## src/rtl/bootCmdPkg.sv

```systemverilog
package bootCmdPkg;
  localparam int WIDE_W = 32;

  localparam logic [7:0] CH_OPEN  = 8'h3C;  // '<'
  localparam logic [7:0] CH_CLOSE = 8'h3E;  // '>'
  localparam logic [7:0] CH_I     = 8'h69;
  localparam logic [7:0] CH_P     = 8'h70;
  localparam logic [7:0] CH_W     = 8'h77;
  localparam logic [7:0] CH_B     = 8'h62;
  localparam logic [7:0] CH_C     = 8'h63;
  localparam logic [7:0] CASE_GAP = 8'h20;

  localparam logic [3:0] P_LAST = 4'd8;
  localparam logic [3:0] W_LAST = 4'd7;
  localparam logic [3:0] B_LAST = 4'd3;
  localparam logic [3:0] C_LAST = 4'd0;

  typedef enum logic [2:0] {CMD_NONE, CMD_P, CMD_W, CMD_B, CMD_C} cmd_e;

  // strobes from control to datapath
  typedef struct packed {
    logic       init;
    logic       capture;
    cmd_e       cmd;
    logic [3:0] argIdx;
    logic       payload;
    logic       commitBaud;
    logic       timerRun;
  } dpCtl_t;
endpackage

```

## src/rtl/bootCmdData.sv

```systemverilog
module bootCmdData
  import bootCmdPkg::*;
#(
  parameter int ADDR_W        = 32,
  parameter int TO_W          = 32,
  parameter int TIMEOUT_RESET = 32'h0001D4C0,
  parameter int MAX_SINGLE    = 1015,
  parameter int LEN_W         = 16
) (
  input  logic              clk,
  input  logic              rstN,
  input  dpCtl_t            ctl,
  input  logic [7:0]        rxByte,
  output logic              memWe,
  output logic [ADDR_W-1:0] memAddr,
  output logic [7:0]        memData,
  output logic [2:0]        baudCode,
  output logic              baudChange,
  output logic [4:0]        pllMult,
  output logic [1:0]        pllDiv,
  output logic [4:0]        wsFieldHi,
  output logic [4:0]        wsFieldMid,
  output logic [4:0]        wsFieldLo,
  output logic [3:0]        cfgNibHi,
  output logic [3:0]        cfgNibLo,
  output logic [TO_W-1:0]   timeoutVal,
  output logic [31:0]       auxWord,
  output logic [15:0]       auxHalf,
  output logic              wBad,
  output logic              baudOk,
  output logic              wHdrBad,
  output logic              wLenZero,
  output logic              payloadLast,
  output logic              timeoutHit
);
  localparam logic [LEN_W-1:0] LEN_LIMIT = LEN_W'(MAX_SINGLE);
  localparam logic [TO_W:0]    CNT_ONE   = (TO_W+1)'(1);

  logic [7:0]        pendBaud, pllByte, cfgByte, blkNum, blkTot;
  logic [15:0]       waitWord;
  logic [LEN_W-1:0]  wLen, remaining;
  logic [ADDR_W-1:0] addrCnt;
  logic [WIDE_W-1:0] wideSr, wideNext;
  logic [TO_W-1:0]   toCnt;

  assign wideNext    = {wideSr[WIDE_W-9:0], rxByte};
  assign baudOk      = (pendBaud <= 8'd4);
  assign wHdrBad     = (blkNum == 8'd1) && (blkTot == 8'd1) && (wLen > LEN_LIMIT);
  assign wLenZero    = (wLen == '0);
  assign payloadLast = (remaining == LEN_W'(1));
  assign timeoutHit  = ctl.timerRun && (({1'b0, toCnt} + CNT_ONE) >= {1'b0, timeoutVal});

  assign pllMult    = pllByte[6:2];
  assign pllDiv     = pllByte[1:0];
  assign wsFieldHi  = waitWord[14:10];
  assign wsFieldMid = waitWord[9:5];
  assign wsFieldLo  = waitWord[4:0];
  assign cfgNibHi   = cfgByte[7:4];
  assign cfgNibLo   = cfgByte[3:0];

  always_ff @(posedge clk) begin
    if (!rstN) begin
      pendBaud <= 8'd4;  pllByte <= '0;  cfgByte <= '0;  waitWord <= '0;
      blkNum <= '0;  blkTot <= '0;  wLen <= '0;  remaining <= '0;
      addrCnt <= '0;  wideSr <= '0;  toCnt <= '0;
      timeoutVal <= TO_W'(TIMEOUT_RESET);
      baudCode <= 3'd4;  baudChange <= 1'b0;
      auxWord <= '0;  auxHalf <= '0;  wBad <= 1'b0;
      memWe <= 1'b0;  memAddr <= '0;  memData <= '0;
    end else begin
      memWe      <= 1'b0;
      baudChange <= 1'b0;
      toCnt      <= ctl.timerRun ? toCnt + TO_W'(1) : '0;

      if (ctl.init) begin
        baudCode <= 3'd4;
        auxWord  <= '0;
        auxHalf  <= '0;
        wBad     <= 1'b0;
      end

      if (ctl.commitBaud) begin
        baudCode   <= pendBaud[2:0];
        baudChange <= 1'b1;
      end

      if (ctl.capture) begin
        wideSr <= wideNext;
        unique case (ctl.cmd)
          CMD_P: begin
            case (ctl.argIdx)
              4'd0:    pendBaud        <= rxByte;
              4'd1:    pllByte         <= rxByte;
              4'd2:    waitWord[15:8]  <= rxByte;
              4'd3:    waitWord[7:0]   <= rxByte;
              4'd4:    cfgByte         <= rxByte;
              P_LAST:  timeoutVal      <= wideNext[TO_W-1:0];
              default: ;
            endcase
          end
          CMD_W: begin
            case (ctl.argIdx)
              4'd0:    blkNum      <= rxByte;
              4'd1:    blkTot      <= rxByte;
              4'd2:    wLen[15:8]  <= rxByte;
              4'd3:    wLen[7:0]   <= rxByte;
              W_LAST: begin
                addrCnt   <= wideNext[ADDR_W-1:0];
                remaining <= wLen;
                wBad      <= wHdrBad;
              end
              default: ;
            endcase
          end
          CMD_B:   if (ctl.argIdx == B_LAST) auxWord <= wideNext;
          CMD_C:   auxHalf <= {8'h00, rxByte};
          default: ;
        endcase
      end

      if (ctl.payload) begin
        remaining <= remaining - LEN_W'(1);
        if (!wBad) begin
          memWe   <= 1'b1;
          memAddr <= addrCnt;
          memData <= rxByte;
          addrCnt <= addrCnt + ADDR_W'(1);
        end
      end
    end
  end
endmodule

```

## src/rtl/bootCmdCtrl.sv

```systemverilog
module bootCmdCtrl
  import bootCmdPkg::*;
(
  input  logic       clk,
  input  logic       rstN,
  input  logic       rxValid,
  input  logic [7:0] rxByte,
  input  logic       txReady,
  input  logic       baudOk,
  input  logic       wHdrBad,
  input  logic       wLenZero,
  input  logic       payloadLast,
  input  logic       timeoutHit,
  output dpCtl_t     ctl,
  output logic       txValid,
  output logic [7:0] txByte,
  output logic [1:0] sessionLevel
);
  typedef enum logic [2:0] {ST_HUNT, ST_LETTER, ST_ARGS, ST_DATA, ST_REPLY} st_e;

  st_e        st;
  cmd_e       cmdReg, letterCmd;
  logic [3:0] argIdx, argLast, letterLast;
  logic [7:0] replyLetter;
  logic [2:0] replyLen;
  logic [1:0] txIdx;
  logic       replyBaud, isLower, cmdLegal, inCmd, lastTx;

  always_comb begin
    letterCmd  = CMD_NONE;
    letterLast = C_LAST;
    case (rxByte)
      CH_P:    begin letterCmd = CMD_P; letterLast = P_LAST; end
      CH_W:    begin letterCmd = CMD_W; letterLast = W_LAST; end
      CH_B:    begin letterCmd = CMD_B; letterLast = B_LAST; end
      CH_C:    begin letterCmd = CMD_C; letterLast = C_LAST; end
      default: ;
    endcase
  end

  assign isLower  = (rxByte >= 8'h61) && (rxByte <= 8'h7A);
  assign cmdLegal = (rxByte == CH_I) || (letterCmd == CMD_P) ||
                    ((sessionLevel != 2'd1) && (letterCmd != CMD_NONE));
  assign inCmd    = (st == ST_LETTER) || (st == ST_ARGS) || (st == ST_DATA);
  assign lastTx   = ({1'b0, txIdx} == (replyLen - 3'd1));
  assign txValid  = (st == ST_REPLY);

  always_comb begin
    case (txIdx)
      2'd0:    txByte = CH_CLOSE;
      2'd1:    txByte = replyLetter;
      2'd2:    txByte = 8'h00;
      default: txByte = 8'h04;
    endcase
  end

  always_comb begin
    ctl            = '0;
    ctl.cmd        = cmdReg;
    ctl.argIdx     = argIdx;
    ctl.init       = (st == ST_LETTER) && rxValid && (rxByte == CH_I);
    ctl.capture    = (st == ST_ARGS) && rxValid;
    ctl.payload    = (st == ST_DATA) && rxValid;
    ctl.commitBaud = (st == ST_REPLY) && txReady && lastTx && replyBaud;
    ctl.timerRun   = inCmd && !rxValid;
  end

  always_ff @(posedge clk) begin
    if (!rstN) begin
      st <= ST_HUNT;  cmdReg <= CMD_NONE;  argIdx <= '0;  argLast <= '0;
      replyLetter <= '0;  replyLen <= 3'd2;  txIdx <= '0;  replyBaud <= 1'b0;
      sessionLevel <= 2'd1;
    end else begin
      unique case (st)
        ST_HUNT: if (rxValid && rxByte == CH_OPEN) st <= ST_LETTER;
        ST_LETTER: begin
          if (timeoutHit) st <= ST_HUNT;
          else if (rxValid) begin
            replyLen  <= 3'd2;
            replyBaud <= 1'b0;
            if (!isLower) st <= ST_HUNT;
            else if (!cmdLegal) begin
              replyLetter <= rxByte - CASE_GAP;
              st          <= ST_REPLY;
            end else begin
              replyLetter <= rxByte;
              cmdReg      <= letterCmd;
              argIdx      <= '0;
              argLast     <= letterLast;
              st          <= (rxByte == CH_I) ? ST_REPLY : ST_ARGS;
            end
          end
        end
        ST_ARGS: begin
          if (timeoutHit) st <= ST_HUNT;
          else if (rxValid) begin
            argIdx <= argIdx + 4'd1;
            if (argIdx == argLast) begin
              st <= ST_REPLY;
              if (cmdReg == CMD_P) begin
                if (baudOk) begin
                  replyLen  <= 3'd4;
                  replyBaud <= 1'b1;
                  if (sessionLevel == 2'd1) sessionLevel <= 2'd2;
                end else replyLetter <= replyLetter - CASE_GAP;
              end else if (cmdReg == CMD_W) begin
                if (wHdrBad) replyLetter <= replyLetter - CASE_GAP;
                if (!wLenZero) st <= ST_DATA;
                else if (!wHdrBad && sessionLevel == 2'd2) sessionLevel <= 2'd3;
              end
            end
          end
        end
        ST_DATA: begin
          if (timeoutHit) st <= ST_HUNT;
          else if (rxValid && payloadLast) begin
            st <= ST_REPLY;
            if (replyLetter == CH_W && sessionLevel == 2'd2) sessionLevel <= 2'd3;
          end
        end
        ST_REPLY: begin
          if (txReady) begin
            if (lastTx) begin
              txIdx <= '0;
              st    <= ST_HUNT;
            end else txIdx <= txIdx + 2'd1;
          end
        end
        default: st <= ST_HUNT;
      endcase
    end
  end
endmodule

```

## src/rtl/bootCmdEngine.sv

```systemverilog
module bootCmdEngine
  import bootCmdPkg::*;
#(
  parameter int ADDR_W        = 32,
  parameter int TO_W          = 32,
  parameter int TIMEOUT_RESET = 32'h0001D4C0,
  parameter int MAX_SINGLE    = 1015
) (
  input  logic              clk,
  input  logic              rstN,
  input  logic              rxValid,
  input  logic [7:0]        rxByte,
  output logic              txValid,
  input  logic              txReady,
  output logic [7:0]        txByte,
  output logic              memWe,
  output logic [ADDR_W-1:0] memAddr,
  output logic [7:0]        memData,
  output logic [1:0]        sessionLevel,
  output logic [2:0]        baudCode,
  output logic              baudChange,
  output logic [4:0]        pllMult,
  output logic [1:0]        pllDiv,
  output logic [4:0]        wsFieldHi,
  output logic [4:0]        wsFieldMid,
  output logic [4:0]        wsFieldLo,
  output logic [3:0]        cfgNibHi,
  output logic [3:0]        cfgNibLo,
  output logic [TO_W-1:0]   timeoutVal,
  output logic [31:0]       auxWord,
  output logic [15:0]       auxHalf,
  output logic              wBad
);
  dpCtl_t ctl;
  logic   baudOk, wHdrBad, wLenZero, payloadLast, timeoutHit;

  bootCmdCtrl u_ctrl (
    .clk, .rstN, .rxValid, .rxByte, .txReady,
    .baudOk, .wHdrBad, .wLenZero, .payloadLast, .timeoutHit,
    .ctl, .txValid, .txByte, .sessionLevel
  );

  bootCmdData #(
    .ADDR_W(ADDR_W), .TO_W(TO_W), .TIMEOUT_RESET(TIMEOUT_RESET),
    .MAX_SINGLE(MAX_SINGLE), .LEN_W(16)
  ) u_data (
    .clk, .rstN, .ctl, .rxByte,
    .memWe, .memAddr, .memData, .baudCode, .baudChange,
    .pllMult, .pllDiv, .wsFieldHi, .wsFieldMid, .wsFieldLo,
    .cfgNibHi, .cfgNibLo, .timeoutVal, .auxWord, .auxHalf, .wBad,
    .baudOk, .wHdrBad, .wLenZero, .payloadLast, .timeoutHit
  );
endmodule

```

## config.mk

```make
export PLATFORM = sky130hd
export DESIGN_NAME = bootCmdEngine
export DESIGN_NICKNAME = d
export VERILOG_FILES = /design/src/rtl/bootCmdPkg.sv /design/src/rtl/bootCmdData.sv /design/src/rtl/bootCmdCtrl.sv /design/src/rtl/bootCmdEngine.sv
export SDC_FILE = /design/constraint.sdc
export NUM_CORES = 1
export LEC_CHECK = 0
export ABC_AREA = 0
export CAP_MARGIN = 30
export CORE_MARGIN = 4
export CORE_UTILIZATION = 25
export CTS_CLUSTER_DIAMETER = 80
export DETAILED_ROUTE_END_ITERATION = 10
export GPL_TIMING_DRIVEN = 0
export PLACE_DENSITY = 0.44
export REMOVE_ABC_BUFFERS = 1
export SLEW_MARGIN = 20
export SYNTH_ARGS = -nofsm -noshare
export SYNTH_HDL_FRONTEND = slang
export SYNTH_SLANG_ARGS = --single-unit
```

## constraint.sdc

```tcl
create_clock -name clk -period 4.23 [get_ports clk]
set_clock_uncertainty 0.2 [all_clocks]
set_input_delay 0.846 -clock clk [delete_from_list [all_inputs] [get_ports clk]]
set_output_delay 0.846 -clock clk [all_outputs]
set_load 0.02 [all_outputs]
```

---- Word-level counts from Yosys, hierarchy flattened ----
Cells that the tools add are included.
W data, S select, Z words.
operators by class
  add/sub/neg operators ................... 9
  multiply operators ...................... 0
  div/mod/pow operators ................... 0
  $lt $le $gt $ge ......................... 5
  eq/ne operators ......................... 58
  shift operators ......................... 0
  muxes and demuxes ....................... 93
  bitwise logic cells ..................... 2
  reductions and logical operators ........ 55
operators with widths
  operator                 number
  $mux W32                 9
  $mux W16                 7
  $mux W8                  11
  $mux W3                  25
  $add A32 B1 Y32 const B  2
  $eq A8 B7 Y1 const B     6
  $add A32 B1 Y33 const B  1
  $ge A33 B32 Y1           1
  $reduce_and A3 Y1        11
  $ne A3 B3 Y1 const B     9
  $mux W2                  13
  $mux W4                  6
  $pmux W8 S3              1
  $ne A2 B2 Y1 const B     10
  $logic_and A1 B1 Y1      17
  $eq A16 B1 Y1 const B    1
  $eq A8 B1 Y1 const B     2
  $gt A16 B10 Y1 const B   1
  $logic_not A16 Y1        1
  $pmux W8 S2              1
  $sub A16 B1 Y16 const B  1
  $sub A8 B6 Y8 const B    2
  $pmux W3 S5              1
  $reduce_and A7 Y1        2
  other kinds (40)         81
word-level totals
  register bits after elaboration ......... 330
  bits in latches ......................... 0
  memory bits (writable) .................. 0
  bits in read-only memories .............. 0
  bits of input ports ..................... 12
  output and inout port bits .............. 167
  word-level logic and storage cells ...... 253
  memories ................................ 0

---- Depth between registers and ports, before layout ----
Gate-level depths: netlist of run 1.
  depth after elaboration ................. 13
  gate-level depth with buffers ........... 14
  mapped depth without buffers ............ 13

---- Hierarchy ----
Synthesis of run 1 repeated with hierarchy kept, for this count alone.
unflattened totals
  cell total of the unflattened synthesis .. 1743
  area total of the unflattened synthesis .. 14730.4 um2
by module, submodules not included
  module       times used  cells an instance  area an instance (um2)  seq. area each (um2)
  bootCmdData  1           1490               12841.1                 6005.8
  bootCmdCtrl  1           253                1889.3                  520.5

---- Worst setup path after synthesis of run 1 ----
OpenSTA, ideal clock, no wires.
  path type ............................... register to register
  from .................................... reg u_data.toCnt[0]
  to ...................................... reg u_ctrl.st[1]
  setup time .............................. 92 ps
  data arrival time ....................... 3259 ps
  required time ........................... 3938 ps
  slack ................................... 678 ps
  stages on the path, launching flop included .. 14
  buffers on the path ..................... 1
  clock period less this slack ............ 3552 ps
  cells stage by stage .................... dfxtp_1 > ha_1 > nand3_1 > or4_1 > clkbuf_1 > nor3_1 > and3_1 > xor2_1 > ha_1 > a21o_1 > a221o_1 > o21ai_0 > o211ai_1 > o32ai_1
between the ends
  longest elaborated chain between the ends .. 5
  elaborated cells on any way between the ends .. 12
  classes of those cells .................. add/sub (1); order compare (1); eq/ne (4); mux (4); reduce/logical (2)
ends and longest elaborated chain
  element                                                            line               RTL
  start, declared                                                    bootCmdData.sv:44  logic [TO_W-1:0] toCnt;
  start signal, assigned                                             bootCmdData.sv:73  toCnt <= ctl.timerRun ? toCnt + TO_W'(1) : '0;
  $add A32 B1 Y33 (*)                                                bootCmdData.sv:51  assign timeoutHit = ctl.timerRun && (({1'b0, toCnt} + CNT_ONE) >= {1'b0, timeoutVal});
  $ge A33 B32 Y1 (*)                                                 bootCmdData.sv:51
  $logic_and A1 B1 Y1 (*)                                            bootCmdData.sv:51
  $ne A3 B3 Y1 (no source line), or another cell as far along        n/a
  $reduce_and A7 Y1 (no source line) or $pmux W3 S5 (tied branches)  n/a
  end signal, assigned                                               bootCmdCtrl.sv:90  st <= (rxByte == CH_I) ? ST_REPLY : ST_ARGS;
  end, declared                                                      bootCmdCtrl.sv:21  st_e st;
Mark *: on every way between the ends. The rest lies on a longest branch, timed or not.
A chain may end at the register's enable or synchronous reset.

---- Worst setup path in the final report of run 1 ----
  from .................................... reg u_data.toCnt[5]
  to ...................................... reg u_ctrl.st[0]
The elaborated chain is that of the path after synthesis.

==> out/summary.json, run 1 <==
{
  "layout": {
    "antennaDiodeCount": 0,
    "flow.area_growth_from_synthesis_pct": 27.8,
    "drive_gt1_frac": 0.0664,
    "nets": 1939,
    "nFillCells": 6143
  },
  "power": {
    "power.leakage_uw": 0.00689,
    "vdd_drop_max_mv": 0.228,
    "power_density_nw_per_um2": 376
  },
  "worst_setup_path": {
    "worstSetupStartpointType": "register",
    "end_kind": "register",
    "critical_path_required_ns": 4.49,
    "timing.critical_path.arrival_ns": 4.27,
    "worst-path-max-fanout": 4,
    "setup.worst_path.class": "reg -> reg",
    "critical_path.startpoint": "u_data.toCnt[5]",
    "r2r-start": "u_data.toCnt[5]"
  },
  "synthesis": {
    "yosysSeqAreaShare": 0.450,
    "synth.cell_area_sq_um": 14500,
    "yosys_register_bits": 326,
    "per_instance_average_area_after_synthesis_sq_um": 8.21,
    "synth_cell_types": 74,
    "synth_edf_count": 0,
    "synthCells": 1766,
    "synth-main-ff-cell": "sky130_fd_sc_hd__dfxtp_1",
    "synthArstFlopShare": 0,
    "synthesis.yosys.warnings": 0
  },
  "timing": {
    "setup_total_negative_slack_ns": 0,
    "setup_slack_ns": 0.223,
    "post-route-period-util": 0.947,
    "fmaxAchievable_ghz": 0.250,
    "crit_path_time_final_ns": 4.01,
    "worst-slew-pin-transition_ns": 1.04,
    "report.final.slew_viol_count": 0,
    "setup_violations": 0,
    "max-slew-margin-rel": 0.300,
    "finalHoldViolations": 0
  },
  "detailed_routing": {
    "detail_route.wirelength_mm": 47.9,
    "drt_first_pass_iters": 5,
    "via_count": 12900,
    "route.antenna.remaining_nets": 0,
    "first_iter_violations": 704,
    "vias_per_cell": 4.82,
    "drc": 0,
    "wire_per_inst_microns": 17.9
  },
  "clocking": {
    "htreeDepth": 2,
    "worst_setup_hold_path_clk_slew_ns": 0.06,
    "clock_path_buffers": 3,
    "cts_inserted_buffers": 41,
    "worstSkewPairLatency_ns": 0.57,
    "tritoncts": "built",
    "cts_root_buffer": "sky130_fd_sc_hd__clkbuf_16",
    "clock_sink_count": 326,
    "ctsHoldBuffers": 0
  },
  "min_path": {
    "tightest_hold_check_type": "reg -> reg",
    "hp-start": "u_data.memAddr[31]"
  },
  "floorplanning": {
    "die-height_microns": 249,
    "placement_rows": 88,
    "die_width_microns": 249,
    "design.core.area_sq_um": 57600,
    "boundaryPins": 179,
    "initial_utilization": 0.252,
    "dieArea_sq_um": 61900
  },
  "outcome": {
    "status": "complete, no violations"
  },
  "place": {
    "port_buffers": 178,
    "placement.setup.worst_slack_ns": -0.410,
    "final_weighted_congestion_in_routability_driven_placement": 0.770,
    "detailedPlacementHpwl_mm": 32.3
  },
  "global_route": {
    "antenna_found_initial": 0,
    "grt_overflow": 0,
    "pin_count_of_the_biggest_net_entering_global_routing": 109,
    "grtUsageTotal": 0.149,
    "global_route_wire_length_before_repair_mm": 74.7,
    "first_global_vias": 12700
  },
  "run": {
    "maxCapViolations": 0
  }
}
-- sequential cells by signal (all words and copies together), names as in the netlist, 16 cells and up --
name	cells
u_data.auxWord	32
u_data.wLen	16
u_data.auxHalf	16
u_data.addrCnt	32
u_data.wideSr	24
u_data.toCnt	32
u_data.remaining	16
u_data.memAddr	32
u_data.timeoutVal	32
-- critical path: stages (launching register included) --
cell and delay, ns:
sky130_fd_sc_hd__dfxtp_1 0.40, sky130_fd_sc_hd__nand4_1 0.21, sky130_fd_sc_hd__or4_1 0.64, sky130_fd_sc_hd__nor3_1 0.54, sky130_fd_sc_hd__nand3_1 0.17, sky130_fd_sc_hd__xnor2_1 0.23, sky130_fd_sc_hd__ha_1 0.27, sky130_fd_sc_hd__and3_1 0.20
sky130_fd_sc_hd__a221o_1 0.34, sky130_fd_sc_hd__o21ai_0 0.17, sky130_fd_sc_hd__o211ai_1 0.23, sky130_fd_sc_hd__o32ai_1 0.33
-- per-stage QoR --
| stage | util | total power, uW | hold slack (ns) | instance area, sq um | instances |
|---|---|---|---|---|---|
| 2_1_floorplan | - | 3180 | 0.238 | 14000 | 1644 |
| 3_3_place_gp | 0.291 | 3260 | 0.245 | 16800 | 2587 |
| 3_5_place_dp | 0.296 | 3270 | 0.244 | 17100 | 2604 |
| 4_1_cts | 0.322 | 7110 | 0.255 | 18500 | 2677 |
| 5_1_grt | 0.322 | 7220 | 0.274 | 18500 | 2677 |
| 6_report | 0.322 | 6980 | 0.252 | 18500 | 2677 |
-- layer usage --
layer,track usage,vias to the layer above,part of all wire
met5,0,-,0
met4,0.0391,0,0.021
li1,-,6372,-
met3,0.0351,72,0.056
met1,0.198,6185,0.47
met2,0.245,272,0.45
-- cell type report --
type,count,area (sq um),share of cell area
Timing Repair Buffer,195,2050,0.110
Tap cell,765,957,0.0516
Clock inverter,16,241,0.0130
Multi-Input combinational cell,1264,7350,0.397
Inverter,54,210,0.0113
Sequential cell,326,6530,0.352
Clock buffer,57,1210,0.0651
-- logic make-up (layout without fill, tap and decap cells) --
logic type | count (synthesis) | count (layout) | share of synthesized area
buf+inv | 176 | 322 | 0.0466
mux | 72 | 72 | 0.0498
fa+ha+maj | 45 | 45 | 0.0388
simple gates | 747 | 747 | 0.243
xor+xnor | 34 | 34 | 0.0205
compound gates | 366 | 366 | 0.151
flops | 326 | 326 | 0.450
-- layout by cell type (no fill, tap or decap), drive strengths merged, types with 17 or more instances in the layout --
master and count:
dfxtp 326, nand2 306, a21oi 216, clkdlybuf4s50 169, nor2 144, nand3 88
mux2i 71, inv 57, clkbuf 57, ha 45, o21ai 34, nor2b 33
buf 26, and3 24, nor3 24, nand4 22, o211ai 22, xnor2 18
and2 18, nor4 18, a31oi 17
-- power breakdown --
part           total [uW]  internal (uW)  switching [uW]
registers            3070           3070           0.109
clock network        3780           2350            1420
logic                 131           23.9             107
-- synth_stat cells, types with 3 or more instances --
master,number,area share
sky130_fd_sc_hd__buf_1,11,0.0028
sky130_fd_sc_hd__nor3_1,23,0.0079
sky130_fd_sc_hd__or2_2,5,0.0022
sky130_fd_sc_hd__nand3b_1,6,0.0031
sky130_fd_sc_hd__a211o_1,4,0.0024
sky130_fd_sc_hd__mux2i_1,71,0.049
sky130_fd_sc_hd__inv_1,54,0.014
sky130_fd_sc_hd__a32oi_1,5,0.0030
sky130_fd_sc_hd__nand2b_1,8,0.0035
sky130_fd_sc_hd__nand4_1,22,0.0095
sky130_fd_sc_hd__nand3_1,88,0.030
sky130_fd_sc_hd__and3_1,24,0.010
sky130_fd_sc_hd__buf_2,12,0.0041
sky130_fd_sc_hd__xnor2_1,18,0.011
sky130_fd_sc_hd__nor4_1,18,0.0078
sky130_fd_sc_hd__ha_1,45,0.039
sky130_fd_sc_hd__a21o_1,9,0.0047
sky130_fd_sc_hd__or4_1,9,0.0047
sky130_fd_sc_hd__o211ai_1,21,0.011
sky130_fd_sc_hd__o311ai_0,4,0.0024
sky130_fd_sc_hd__o21a_1,7,0.0036
sky130_fd_sc_hd__nand2_1,306,0.079
sky130_fd_sc_hd__clkbuf_1,99,0.026
sky130_fd_sc_hd__and4_1,7,0.0042
sky130_fd_sc_hd__a31o_2,5,0.0030
sky130_fd_sc_hd__and2_1,18,0.0078
sky130_fd_sc_hd__a211oi_1,6,0.0031
sky130_fd_sc_hd__xor2_1,16,0.0097
sky130_fd_sc_hd__a21oi_1,215,0.074
sky130_fd_sc_hd__o21ai_0,32,0.011
sky130_fd_sc_hd__a311oi_1,5,0.0030
sky130_fd_sc_hd__dfxtp_1,326,0.45
sky130_fd_sc_hd__a221oi_1,4,0.0024
sky130_fd_sc_hd__nand4b_1,3,0.0018
sky130_fd_sc_hd__nor3b_1,7,0.0036
sky130_fd_sc_hd__or3_1,8,0.0035
sky130_fd_sc_hd__a31oi_1,17,0.0073
sky130_fd_sc_hd__nor2b_1,33,0.014
sky130_fd_sc_hd__a22oi_1,6,0.0031
sky130_fd_sc_hd__nor2_1,144,0.037
-- timing repair --
item / CTS / global route
resized for setup: 1 / 3
gates cloned: 0 / 0
setup endpoints to repair: 1 / 6
buffers inserted: 0 / 0
-- path summary, 6_finish.rpt --
check             cells after the start  slack (ns)                  to
setup / recovery                     11        0.22        u_ctrl.st[0]
hold / removal                        2        0.25  u_data.memAddr[31]
setup reg to reg                     11        0.22        u_ctrl.st[0]
hold reg to reg                       2        0.25  u_data.memAddr[31]
Power figures use the tool's default switching activity.
==> run 2: changes to the inputs <==
--- a/config.mk
+++ b/config.mk
@@ -12,7 +12,8 @@
 export CTS_CLUSTER_DIAMETER = 80
 export DETAILED_ROUTE_END_ITERATION = 10
 export GPL_TIMING_DRIVEN = 0
-export PLACE_DENSITY = 0.44
+export PLACE_DENSITY = 0.42
+export RECOVER_POWER = 50
 export REMOVE_ABC_BUFFERS = 1
 export SLEW_MARGIN = 20
 export SYNTH_ARGS = -nofsm -noshare
==> constraint.sdc (replaced) <==
create_clock -name clk -period 3.9 [get_ports clk]
set_clock_uncertainty 0.2 [all_clocks]
set_input_delay 0.78 -clock clk [delete_from_list [all_inputs] [get_ports clk]]
set_output_delay 0.78 -clock clk [all_outputs]
set_load 0.02 [all_outputs]
==> out/summary.json, run 2 (synthesis results as in run 1) <==
{
  "timing": {
    "crit_path_time_final": {"value": 3.78, "unit": "ns", "change": "was 4.01 ns"},
    "report.final.slew_viol_count": {"value": 0, "change": "unchanged"},
    "setup_total_negative_slack": {"value": 0, "unit": "ns", "change": "unchanged"},
    "post-route-period-util": {"value": 0.970, "change": "was 0.947"},
    "fmaxAchievable": {"value": 0.264, "unit": "GHz", "change": "was 0.250 GHz"},
    "setup_violations": {"value": 0, "change": "unchanged"},
    "finalHoldViolations": {"value": 0, "change": "unchanged"},
    "max-slew-margin-rel": {"value": 0.110, "change": "was 0.300"},
    "worst-slew-pin-transition": {"value": 1.33, "unit": "ns", "change": "was 1.04 ns"}
  },
  "clocking": {
    "cts_inserted_buffers": {"value": 41, "change": "unchanged"},
    "tritoncts": {"value": "built", "change": "unchanged"},
    "worst_setup_hold_path_clk_slew": {"value": 0.06, "unit": "ns", "change": "about the same"},
    "htreeDepth": {"value": 2, "change": "unchanged"},
    "worstSkewPairLatency": {"value": 0.56, "unit": "ns", "change": "was 0.57 ns"},
    "clock_path_buffers": {"value": 3, "change": "unchanged"},
    "cts_root_buffer": {"value": "sky130_fd_sc_hd__clkbuf_16", "change": "unchanged"},
    "ctsHoldBuffers": {"value": 0, "change": "unchanged"},
    "clock_sink_count": {"value": 326, "change": "unchanged"}
  },
  "detailed_routing": {
    "detail_route.wirelength": {"value": 48.3, "unit": "mm", "change": "was 47.9 mm"},
    "via_count": {"value": 12900, "change": "about the same"},
    "drc": {"value": 0, "change": "unchanged"},
    "route.antenna.remaining_nets": {"value": 0, "change": "unchanged"},
    "drt_first_pass_iters": {"value": 6, "change": "was 5"},
    "first_iter_violations": {"value": 746, "change": "was 704"},
    "vias_per_cell": {"value": 4.81, "change": "was 4.82"},
    "wire_per_inst": {"value": 18.0, "unit": "microns", "change": "was 17.9 microns"}
  },
  "worst_setup_path": {
    "worstSetupStartpointType": {"value": "register", "change": "unchanged"},
    "worst-path-max-fanout": {"value": 6, "change": "was 4"},
    "setup.worst_path.class": {"value": "reg -> reg", "change": "unchanged"},
    "rr_worst_depth": {"value": 12, "change": "was 11"},
    "end_kind": {"value": "register", "change": "unchanged"},
    "timing.critical_path.arrival": {"value": 4.04, "unit": "ns", "change": "was 4.27 ns"},
    "r2r-start": {"value": "u_data.toCnt[1]", "change": "was u_data.toCnt[5]"},
    "worst-r2r-setup-slack": {"value": 0.12, "unit": "ns", "change": "was 0.22 ns"},
    "timing.rr.end": {"value": "u_ctrl.st[0]", "change": "unchanged"},
    "critical_path_required": {"value": 4.16, "unit": "ns", "change": "was 4.49 ns"}
  },
  "min_path": {
    "hp-start": {"value": "u_data.memData[3]", "change": "was u_data.memAddr[31]"},
    "hold_critical_path_depth": {"value": 2, "change": "unchanged"},
    "holdPathEnd": {"value": "u_data.memData[3]", "change": "was u_data.memAddr[31]"},
    "tightest_hold_check_type": {"value": "reg -> reg", "change": "unchanged"}
  },
  "place": {
    "final_weighted_congestion_in_routability_driven_placement": {"value": 0.766, "change": "was 0.770"},
    "detailedPlacementHpwl": {"value": 32.7, "unit": "mm", "change": "was 32.3 mm"},
    "dpl.cell_count": {"value": 2604, "change": "unchanged"},
    "port_buffers": {"value": 178, "change": "unchanged"}
  },
  "layout": {
    "multi_input_comb_area": {"value": 7440, "unit": "sq um", "change": "was 7350 sq um"},
    "antennaDiodeCount": {"value": 0, "change": "unchanged"},
    "most_common_library_cell_in_the_layout_ignoring_fill_and_taps": {"value": "sky130_fd_sc_hd__dfxtp_1", "change": "unchanged"},
    "layout.cells.most_common_list": {"value": "sky130_fd_sc_hd__dfxtp_1 (325), sky130_fd_sc_hd__nand2_1 (304), sky130_fd_sc_hd__a21oi_1 (214), sky130_fd_sc_hd__dlygate4sd3_1 (155), sky130_fd_sc_hd__nor2_1 (142)", "change": "was sky130_fd_sc_hd__dfxtp_1 (326), sky130_fd_sc_hd__nand2_1 (305), sky130_fd_sc_hd__a21oi_1 (215), sky130_fd_sc_hd__clkdlybuf4s50_1 (169), sky130_fd_sc_hd__nor2_1 (142)"},
    "nFillCells": {"value": 6051, "change": "was 6,143"},
    "drive_gt1_frac": {"value": 0.0724, "change": "was 0.0664"},
    "seq_area": {"value": 6530, "unit": "sq um", "change": "about the same"},
    "instances_no_fill": {"value": 2685, "change": "was 2,677"},
    "nets": {"value": 1947, "change": "was 1,939"},
    "flow.area_growth_from_synthesis": {"value": 28.5, "unit": "%", "change": "was 27.8%"}
  },
  "floorplanning": {
    "design.core.area": {"value": 57600, "unit": "sq um", "change": "unchanged"},
    "boundaryPins": {"value": 179, "change": "unchanged"},
    "dieArea": {"value": 61900, "unit": "sq um", "change": "unchanged"},
    "initial_utilization": {"value": 0.252, "change": "unchanged"},
    "die_width": {"value": 249, "unit": "microns", "change": "unchanged"},
    "placement_rows": {"value": 88, "change": "unchanged"},
    "die-height": {"value": 249, "unit": "microns", "change": "unchanged"}
  },
  "global_route": {
    "pin_count_of_the_biggest_net_entering_global_routing": {"value": 127, "change": "was 109"},
    "antenna_found_initial": {"value": 0, "change": "unchanged"},
    "grtUsageTotal": {"value": 0.150, "change": "was 0.149"},
    "first_global_vias": {"value": 12700, "change": "about the same"},
    "grt_overflow": {"value": 0, "change": "unchanged"},
    "global_route_wire_length_before_repair": {"value": 75.2, "unit": "mm", "change": "was 74.7 mm"}
  },
  "outcome": {
    "status": {"value": "complete, no violations", "change": "unchanged"}
  },
  "run": {
    "maxCapViolations": {"value": 0, "change": "unchanged"}
  },
  "power": {
    "vdd_drop_max": {"value": 0.267, "unit": "mV", "change": "was 0.228 mV"},
    "power_density": {"value": 397, "unit": "nW/um^2", "change": "was 376 nW/um^2"},
    "power": {"value": 7410, "unit": "uW", "change": "was 6980 uW"},
    "power.leakage": {"value": 0.00742, "unit": "uW", "change": "was 0.00689 uW"}
  }
}
-- run 2: cell types whose count changed in the layout (fill, tap and decap cells not counted), moves of 3 or more --
cell / change
sky130_fd_sc_hd__buf_12: -3
sky130_fd_sc_hd__buf_16: +4
sky130_fd_sc_hd__clkbuf_1: +9
sky130_fd_sc_hd__clkbuf_8: -3
sky130_fd_sc_hd__clkdlybuf4s50_1: -155
sky130_fd_sc_hd__buf_4: +5
sky130_fd_sc_hd__dlygate4sd3_1: +155
-- run 2: area by class of cell --
cell class | count | share of cell area
clock inverters | 12 | 0.00953
clock buffers | 61 | 0.0650
flip-flops and latches | 326 | 0.350
inverters | 54 | 0.0113
well taps | 765 | 0.0513
multi-input cells | 1265 | 0.399
repair buffers | 202 | 0.114
-- run 2: stage by stage --
stage / instance area, sq um / hold slack, ns / setup WS [ns] / util
6_report: 18600 / 0.248 / 0.118 / 0.324
5_1_grt: 18600 / 0.273 / -0.0234 / 0.324
3_5_place_dp: 17100 / 0.245 / -0.611 / 0.297
3_3_place_gp: 16800 / 0.246 / -6.23 / 0.291
4_1_cts: 18600 / 0.255 / 0.00812 / 0.322
2_1_floorplan: 14000 / 0.238 / -1.35 / -
-- run 2: metal layers --
metal,vias up,part of all wire,track usage,wire (microns)
met4,0,0.019,0.0361,934
met1,6209,0.47,0.202,22500
li1,6400,-,-,-
met2,257,0.46,0.244,22200
met3,55,0.055,0.0342,2670
met5,-,0,0,0
-- run 2: repair_timing --
item	4_1_cts	5_1_grt
endpoints found under the setup margin	3	27
setup buffers	2	4
resized for setup	5	16
pin swaps	3	6
cloned	1	0
-- run 2: report_power, final --
group	internal (uW)	switching, uW
Clock	2410	1520
Combinational	29.3	115
Sequential	3330	0.123
-- run 2: critical path, stage by stage (launching register included) --
cell and delay, ns:
sky130_fd_sc_hd__dfxtp_1 0.38, sky130_fd_sc_hd__ha_4 0.16, sky130_fd_sc_hd__nand3_2 0.08, sky130_fd_sc_hd__or4_4 0.61, sky130_fd_sc_hd__nor3_4 0.32, sky130_fd_sc_hd__and3_4 0.24, sky130_fd_sc_hd__xor2_2 0.17, sky130_fd_sc_hd__ha_1 0.27
sky130_fd_sc_hd__a21o_1 0.19, sky130_fd_sc_hd__a221o_1 0.37, sky130_fd_sc_hd__o21ai_2 0.12, sky130_fd_sc_hd__o211ai_1 0.22, sky130_fd_sc_hd__o32ai_1 0.34
-- run 2: how the worst max path moves through the flow --
stage                          startpoint            endpoint  slack (ns)  cells past startpoint
final                     u_data.toCnt[1]        u_ctrl.st[0]        0.12                     12
after global routing      u_data.toCnt[1]        u_ctrl.st[1]       -0.02                     12
after CTS                         rxValid   u_data.addrCnt[4]       0.008                      8
after detailed placement          rxValid  u_data.addrCnt[31]       -0.61                      7
after floorplan                      rstN        u_ctrl.st[0]       -1.35                      3
after global placement               rstN   u_data.addrCnt[8]       -6.23                      3
